[config.mk]
export PLATFORM = sky130hd
export DESIGN_NAME = selfrefresh_sequencer
export DESIGN_NICKNAME = d
export VERILOG_FILES = /design/src/rtl/sr_seq_pkg.sv /design/src/rtl/sr_frame_timer.sv /design/src/rtl/sr_sfu_flag.sv /design/src/rtl/sr_wake_port.sv /design/src/rtl/selfrefresh_sequencer.sv
export SDC_FILE = /design/constraint.sdc
export NUM_CORES = 1
export LEC_CHECK = 0
export ABC_AREA = 0
export BUFFER_PORTS_ARGS = -buffer_cell sky130_fd_sc_hd__buf_2
export CAP_MARGIN = 20
export CELL_PAD_IN_SITES_DETAIL_PLACEMENT = 1
export CELL_PAD_IN_SITES_GLOBAL_PLACEMENT = 1
export CORE_UTILIZATION = 26
export DETAILED_ROUTE_END_ITERATION = 7
export PLACE_DENSITY = 0.72
export SYNTH_ARGS = -nofsm -noshare
export SYNTH_HDL_FRONTEND = slang
export SYNTH_SLANG_ARGS = --single-unit
[constraint.sdc]
create_clock -name clk -period 1.4 [get_ports clk]
set_clock_uncertainty 0.05 [all_clocks]
set_input_delay 0 -clock clk [delete_from_list [all_inputs] [get_ports clk]]
set_output_delay 0 -clock clk [all_outputs]
set_load 0.05 [all_outputs]
[src/rtl/sr_seq_pkg.sv]
package sr_seq_pkg;

  typedef enum logic [2:0] {
    SR_OFF   = 3'd0,
    SR_IDLE  = 3'd1,
    SR_ENTER = 3'd2,
    SR_ACT   = 3'd3,
    SR_SFU   = 3'd4,
    SR_EXIT  = 3'd5
  } sr_state_e;

  function automatic logic sr_is_active(input sr_state_e s);
    return (s == SR_ACT) || (s == SR_SFU);
  endfunction

  function automatic logic sr_is_transit(input sr_state_e s);
    return (s == SR_ENTER) || (s == SR_EXIT);
  endfunction

endpackage

[src/rtl/sr_frame_timer.sv]
// Counts frame-start pulses while the static frame is being sent.
module sr_frame_timer #(
  parameter int FRAMES = 2
) (
  input  logic clk,
  input  logic rst,
  input  logic run,
  input  logic frame_start,
  output logic done
);
  localparam int CNT_W = (FRAMES < 2) ? 1 : $clog2(FRAMES + 1);
  localparam logic [CNT_W-1:0] LAST = CNT_W'(FRAMES - 1);

  logic [CNT_W-1:0] cnt;

  assign done = run && frame_start && (cnt == LAST);

  always_ff @(posedge clk) begin
    if (rst || !run) begin
      cnt <= '0;
    end else if (frame_start && !done) begin
      cnt <= cnt + 1'b1;
    end
  end

  p_count_bound_r4: assert property (@(posedge clk) disable iff (rst)
    run |-> (cnt <= LAST));

endmodule

[src/rtl/sr_sfu_flag.sv]
// Pending single-frame-update request; clears itself once consumed.
module sr_sfu_flag (
  input  logic clk,
  input  logic rst,
  input  logic flush,
  input  logic set,
  input  logic consume,
  output logic pending
);
  always_ff @(posedge clk) begin
    if (rst || flush) begin
      pending <= 1'b0;
    end else if (set) begin
      pending <= 1'b1;
    end else if (consume) begin
      pending <= 1'b0;
    end
  end

  p_sfu_hold_r6: assert property (@(posedge clk) disable iff (rst)
    (pending && !flush && !consume) |=> pending);

endmodule

[src/rtl/sr_wake_port.sv]
// Valid/ready source for the sink wake-up write.
module sr_wake_port #(
  parameter int              ADDR_W    = 20,
  parameter int              DATA_W    = 8,
  parameter logic [ADDR_W-1:0] WAKE_ADDR = 20'h00600,
  parameter logic [DATA_W-1:0] WAKE_DATA = 8'h01
) (
  input  logic              want,
  input  logic              ack,
  output logic              req,
  output logic [ADDR_W-1:0] addr,
  output logic [DATA_W-1:0] data,
  output logic              done
);
  always_comb begin
    req  = want;
    addr = want ? WAKE_ADDR : '0;
    data = want ? WAKE_DATA : '0;
    done = want && ack;
  end
endmodule

[src/rtl/selfrefresh_sequencer.sv]
module selfrefresh_sequencer
  import sr_seq_pkg::*;
#(
  parameter int MODE_W        = 2,
  parameter int STATIC_FRAMES = 2,
  parameter int ADDR_W        = 20,
  parameter int DATA_W        = 8
) (
  input  logic              clk,
  input  logic              rst,
  input  logic              ctl_enable,
  input  logic [MODE_W-1:0] ctl_mode,
  input  logic              ctl_entry,
  input  logic              ctl_sfu_set,
  input  logic              frame_start,
  input  logic              wake_ack,
  output logic              wake_req,
  output logic [ADDR_W-1:0] wake_addr,
  output logic [DATA_W-1:0] wake_data,
  output logic [2:0]        state_o,
  output logic              in_trans,
  output logic              sr_active,
  output logic              sfu_pending
);
  localparam logic [ADDR_W-1:0] SINK_POWER_ADDR = ADDR_W'(32'h600);
  localparam logic [DATA_W-1:0] SINK_WAKE_VAL   = DATA_W'(8'h01);

  sr_state_e state, nxt;
  logic      disable_all;
  logic      timer_done;
  logic      wake_done;
  logic      sfu_consume;

  assign disable_all = !ctl_enable && (ctl_mode == '0) && !ctl_entry;
  assign sfu_consume = (state == SR_SFU) && frame_start && !disable_all;

  sr_frame_timer #(.FRAMES(STATIC_FRAMES)) u_timer (
    .clk         (clk),
    .rst         (rst),
    .run         (state == SR_ENTER),
    .frame_start (frame_start),
    .done        (timer_done)
  );

  sr_sfu_flag u_sfu (
    .clk     (clk),
    .rst     (rst),
    .flush   (disable_all || (state == SR_OFF)),
    .set     (ctl_sfu_set),
    .consume (sfu_consume),
    .pending (sfu_pending)
  );

  sr_wake_port #(
    .ADDR_W    (ADDR_W),
    .DATA_W    (DATA_W),
    .WAKE_ADDR (SINK_POWER_ADDR),
    .WAKE_DATA (SINK_WAKE_VAL)
  ) u_wake (
    .want (state == SR_EXIT),
    .ack  (wake_ack),
    .req  (wake_req),
    .addr (wake_addr),
    .data (wake_data),
    .done (wake_done)
  );

  always_comb begin
    nxt = state;
    if (disable_all) begin
      nxt = SR_OFF;
    end else begin
      unique case (state)
        SR_OFF:   if (ctl_enable && (ctl_mode != '0)) nxt = SR_IDLE;
        SR_IDLE:  if (ctl_entry) nxt = SR_ENTER;
        SR_ENTER: if (timer_done) nxt = SR_ACT;
        SR_ACT: begin
          if (!ctl_entry)       nxt = SR_EXIT;
          else if (sfu_pending) nxt = SR_SFU;
        end
        SR_SFU:   if (frame_start) nxt = SR_ACT;
        SR_EXIT:  if (wake_done) nxt = SR_IDLE;
        default:  nxt = SR_OFF;
      endcase
    end
  end

  always_ff @(posedge clk) begin
    if (rst) state <= SR_OFF;
    else     state <= nxt;
  end

  assign state_o   = state;
  assign in_trans  = sr_is_transit(state);
  assign sr_active = sr_is_active(state);

  p_leave_off_r2: assert property (@(posedge clk) disable iff (rst)
    (state == SR_OFF) |=> (state == SR_OFF || state == SR_IDLE));

  p_idle_entry_r3: assert property (@(posedge clk) disable iff (rst)
    (state == SR_IDLE && ctl_entry && !disable_all) |=> (state == SR_ENTER));

  p_skip_single_r5: assert property (@(posedge clk) disable iff (rst)
    (state == SR_ACT && !ctl_entry && !disable_all) |=> (state == SR_EXIT));

  p_wake_hold_r7: assert property (@(posedge clk) disable iff (rst)
    (wake_req && !wake_ack && !disable_all) |=>
      (wake_req && $stable(wake_addr) && $stable(wake_data)));

  p_disable_r8: assert property (@(posedge clk) disable iff (rst)
    disable_all |=> (state == SR_OFF && !sfu_pending));

  p_flags_excl_r9: assert property (@(posedge clk) disable iff (rst)
    sr_active |-> !in_trans);

endmodule

Word level (Yosys, flattened, before mapping) --
Cells that the tools add are included.
Storage, ports and cells: bits in registers 6, input bits 9, output and inout port bits 35, logic and storage cells 53
Operators by class: $add $sub $neg 1, equality and inequality tests 12, muxes and demuxes 12, reduce and logical (&&, ||, !) cells 25
Operator list (number):
- 3-bit two-way mux | 7
- 3-bit one-hot mux with 6 select lines | 1
- 11-bit two-way mux | 1
- 1-bit logical AND | 9
- 2-bit != test, second input constant | 4
- 3-bit by 2-bit equality test with 1-bit output, second input constant | 2
- 3-bit equality test, second input constant | 2
- 6-bit AND reduction | 1
- 1-bit zero test | 5
- 1-bit logical OR | 5
- 2-bit nonzero test | 2
- 3-bit by 1-bit equality test with 1-bit output, second input constant | 1
- 3-bit zero test | 1
- 1-bit two-way mux | 3
- 3-bit by 2-bit != test with 1-bit output, second input constant | 1
- 2-bit by 1-bit adder with 2-bit output, second input constant | 1
- 2-bit by 1-bit equality test with 1-bit output, second input constant | 1
- 2-bit zero test | 1
- 2-bit by 1-bit != test with 1-bit output, second input constant | 1
- 2-bit OR reduction | 1

Logic depth before layout (Yosys ltp) --
depth after elaboration 7, mapped depth 5, depth with buffers taken out 5

By module --
From an unflattened synthesis, not the netlist that was laid out.
Second synthesis, totals: cells, all modules 86, area total of the unflattened synthesis 700.7 µm²
By module, submodules not included:
- selfrefresh_sequencer | instances 1, cells each 40, area each 319.1 µm², sequential area each 60.1 µm²
- sr_wake_port | instances 1, cells each 31, area each 227.7 µm², sequential area each 0.0 µm²
- sr_frame_timer | instances 1, cells each 11, area each 108.9 µm², sequential area each 40.0 µm²
- sr_sfu_flag | instances 1, cells each 4, area each 45.0 µm², sequential area each 20.0 µm²

Worst setup path before layout --
OpenSTA, ideal clock, no wires.
kind flip-flop to output port, start point reg state[2], in the netlist state_o[2], end point out in_trans, arrival 2074 ps, required time 1350 ps, setup slack -724 ps, stages on the path, launching flop included 4, buffers on the path 1, path through dfxtp_1 -> buf_2 -> nand2_1 -> o21ai_0
Between the ends: cells in the longest elaborated chain, start to end 2, elaborated cells between the ends (all ways) 3, classes of those cells eq/ne: 2; reduce/logical: 1
Ends and longest elaborated chain:
- start: declaration | line selfrefresh_sequencer.sv:28 | sr_state_e state, nxt;
- start signal: assignment | line selfrefresh_sequencer.sv:90 | else state <= nxt;
- 3-bit by 2-bit equality test with 1-bit output or 3-bit equality test (tied branches) | line sr_seq_pkg.sv:17 | return (s == SR_ENTER) || (s == SR_EXIT);
- 1-bit logical OR * | line sr_seq_pkg.sv:17
- end: declaration | line selfrefresh_sequencer.sv:21 | output logic in_trans,
Every way passes the cells marked *; elsewhere a longest branch is shown, timed or not.

Worst setup path in the final report --
start point reg state[0], in the netlist state_o[0], end point out in_trans
The elaborated chain is that of the path after synthesis.

==> out/metrics.cfg <==
[routing]
drc_errors = 0
post_drt_via_cell_ratio = 3.968
drtIter0Drc = 1
via_count = 500
dr.pass1.iters = 3
wl_per_cell_um = 9.317
antenna_left = 0
finalWirelength_mm = 1.174

[global_routing]
grt_pass1_wl_mm = 1.849
grt_max_degree = 14
grt_usage_pct = 10.07
antenna_found_initial = 0
grt_overflow = 0
grt_pass1_vias = 433

[clocking]
cts_tree = done
cts_sinks = 6
clk_latency_ps = 250
tritoncts.num_buffers = 3
cts.path.max_buffers = 2
clkSlewWorstSetupHoldPaths_ps = 50
root_buffer = clkbuf_4
htree_levels = 1

[job]
max-cap-violations = 0

[placement]
dp_hpwl_um = 960.2
numPlacedInstances = 117
io_buffers = 18
pre_cts_ws_ps = 50.72
place_area_sq_um = 640.6
place.gp.congestion = 0.7165

[synth]
synth_seq_cells = 6
yosysUniqueCellTypes = 28
yosysWarnings = 0
synth-edff-count = 0
synth_area_sq_um = 620.6
synth.most_common_cell = buf_4
synth_top_area_share_pct = 33.87
yosys.area.top_type = buf_4
synth_commonest_cells = buf_4, dfxtp_1, nand2_1, nor2_1
synth_top_cells_by_area = buf_4, dfxtp_1, a2111oi_4, nand2_1, a211o_1
synth.avg_cell_area_sq_um = 8.060
ys_async_sr_fraction_pct = 0
syn_inst = 77
ys_seq_area_share_pct = 19.35
synthFlopType = dfxtp_1

[timing]
setup_tns_ps = 0
fmax_mhz = 748.1
finalSetupViolCount = 0
fin_crit_sh_pct = 95.48
fin_crit_ps = 1337
timing.final.ws_setup_ps = 63.26
slew_viol_final = 0
rsz0062_at_grt = no
whs_ps = 25.13
hold_violations = 0

[setup_path]
path_cells = or3b_4, o21ai_2, buf_6
startpoint_type = flip-flop
crit_required_ps = 1350
worstPathArrival_ps = 1290
critPathCaptureType = output pin
cp_max_fo = 11
critPathBufInv = 1
critPathKind = flip-flop to output pin
crit_path_max_incr_delay_ps = 420
crit_slowest_cell = or3b_4
path_delay_family = simple AND/OR/NAND/NOR gates

[final_layout]
nets = 109
num_antenna_cells = 0
fin_area_sq_um = 724.4
final_layout_size_suffix_gt1_share_pct = 37.76
area_growth_pct = 16.73
stdcell_count = 126
fin_util_pct = 32.44

[power_and_ir_drop]
p_sw_share_pct = 47.90
internal_power_mw = 0.3502
p_seq_share_pct = 29.7
pwr-share-clk_pct = 26.5
p_comb_share_pct = 43.9
p_leak_nw = 0.3441
p_sw_mw = 0.3219
p_total_mw = 0.6721
power.density_mw_per_mm2 = 927.8
peakVddDrop_mv = 0.2882

[floorplanning]
die-area_sq_mm = 0.002586
rows = 17
floorplan.initialDensity_pct = 27.79
die_w_um = 50.86
dieHeight_um = 50.86
core_sq_mm = 0.002233
io_pins = 44

[run_status]
outcome = finished clean

[worst_hold_path]
holdCritPathClass = primary input to flip-flop

-- flip-flops by register name, summed over array words and instances (netlist names) --
register       count
state_o            3
u_sfu.pending      1
u_timer.cnt        2
-- timing repair --
item                                   4_1_cts  5_1_grt
hold buffers                                 3        0
buffers inserted                             1        1
resized for setup                            3        2
pin swaps                                    1        0
setup endpoints to repair                    1        1
endpoints found under the hold margin        4        0
-- logic make-up after synthesis --
family | after synthesis | share of synthesized area, %
buffers and inverters | 34 | 39.11
and+or+nand+nor | 20 | 18.95
AOI/OAI and AO/OA | 13 | 16.94
DFF | 6 | 19.36
adders and majority gates | 1 | 2.016
other | 1 | 0.6043
xor gates and xnor gates | 1 | 1.412
muxes | 1 | 1.613
-- layout by cell type (no fill, tap or decap), drive strengths merged, types with 2 or more instances in the layout --
cell type    netlist  routed
a211o              2       2
o21ai              3       3
dfxtp              6       6
clkbuf             0       4
nor2               5       5
or3b               2       2
nor3               3       3
a21oi              3       3
buf               31      21
conb               1      25
dlygate4sd3        0       3
nand2              6       6
inv                3       3
-- worst min-delay path, delay by kind of cell --
family,cells,cell delay (ps)
compound gates,2,180
buf+inv,1,110
-- layer usage --
metal | wire [um] | vias to the layer above | part of all wire (%) | track usage [%]
met3 | 98 | 4 | 8.3 | 4.464
met1 | 493 | 222 | 42 | 10.99
met4 | 27 | 0 | 2.3 | 5.556
li1 | - | 248 | - | -
met5 | 0 | - | 0 | 0
met2 | 555 | 26 | 47 | 16.22
-- worst paths after layout --
kind	startpoint	to	slack, ps	cells after the start
min	ctl_entry	state_o[2]	30	3
max	state_o[0]	in_trans	60	3
min reg2reg	u_sfu.pending	u_sfu.pending	510	2
max reg2reg	u_timer.cnt[1]	u_timer.cnt[1]	100	5
-- area by class of cell --
type | instances | area [sq um]
Fill cell | 286 | 1509
Multi-Input combinational cell | 61 | 372.9
Timing Repair Buffer | 24 | 148.9
Sequential cell | 6 | 130.1
Tap cell | 28 | 35.03
Clock buffer | 4 | 26.28
Inverter | 3 | 11.26
-- power groups by stage --
| stage | sequential (mW) | clock (mW) | combinational (mW) |
|---|---|---|---|
| after detailed placement | 0.204 | 0 | 0.282 |
| after global routing | 0.202 | 0.207 | 0.311 |
| after global placement | 0.204 | 0 | 0.280 |
| after floorplan | 0.218 | 0 | 0.290 |
| final | 0.199 | 0.178 | 0.295 |
| after CTS | 0.200 | 0.189 | 0.295 |
(Power assumes the default switching activity.)
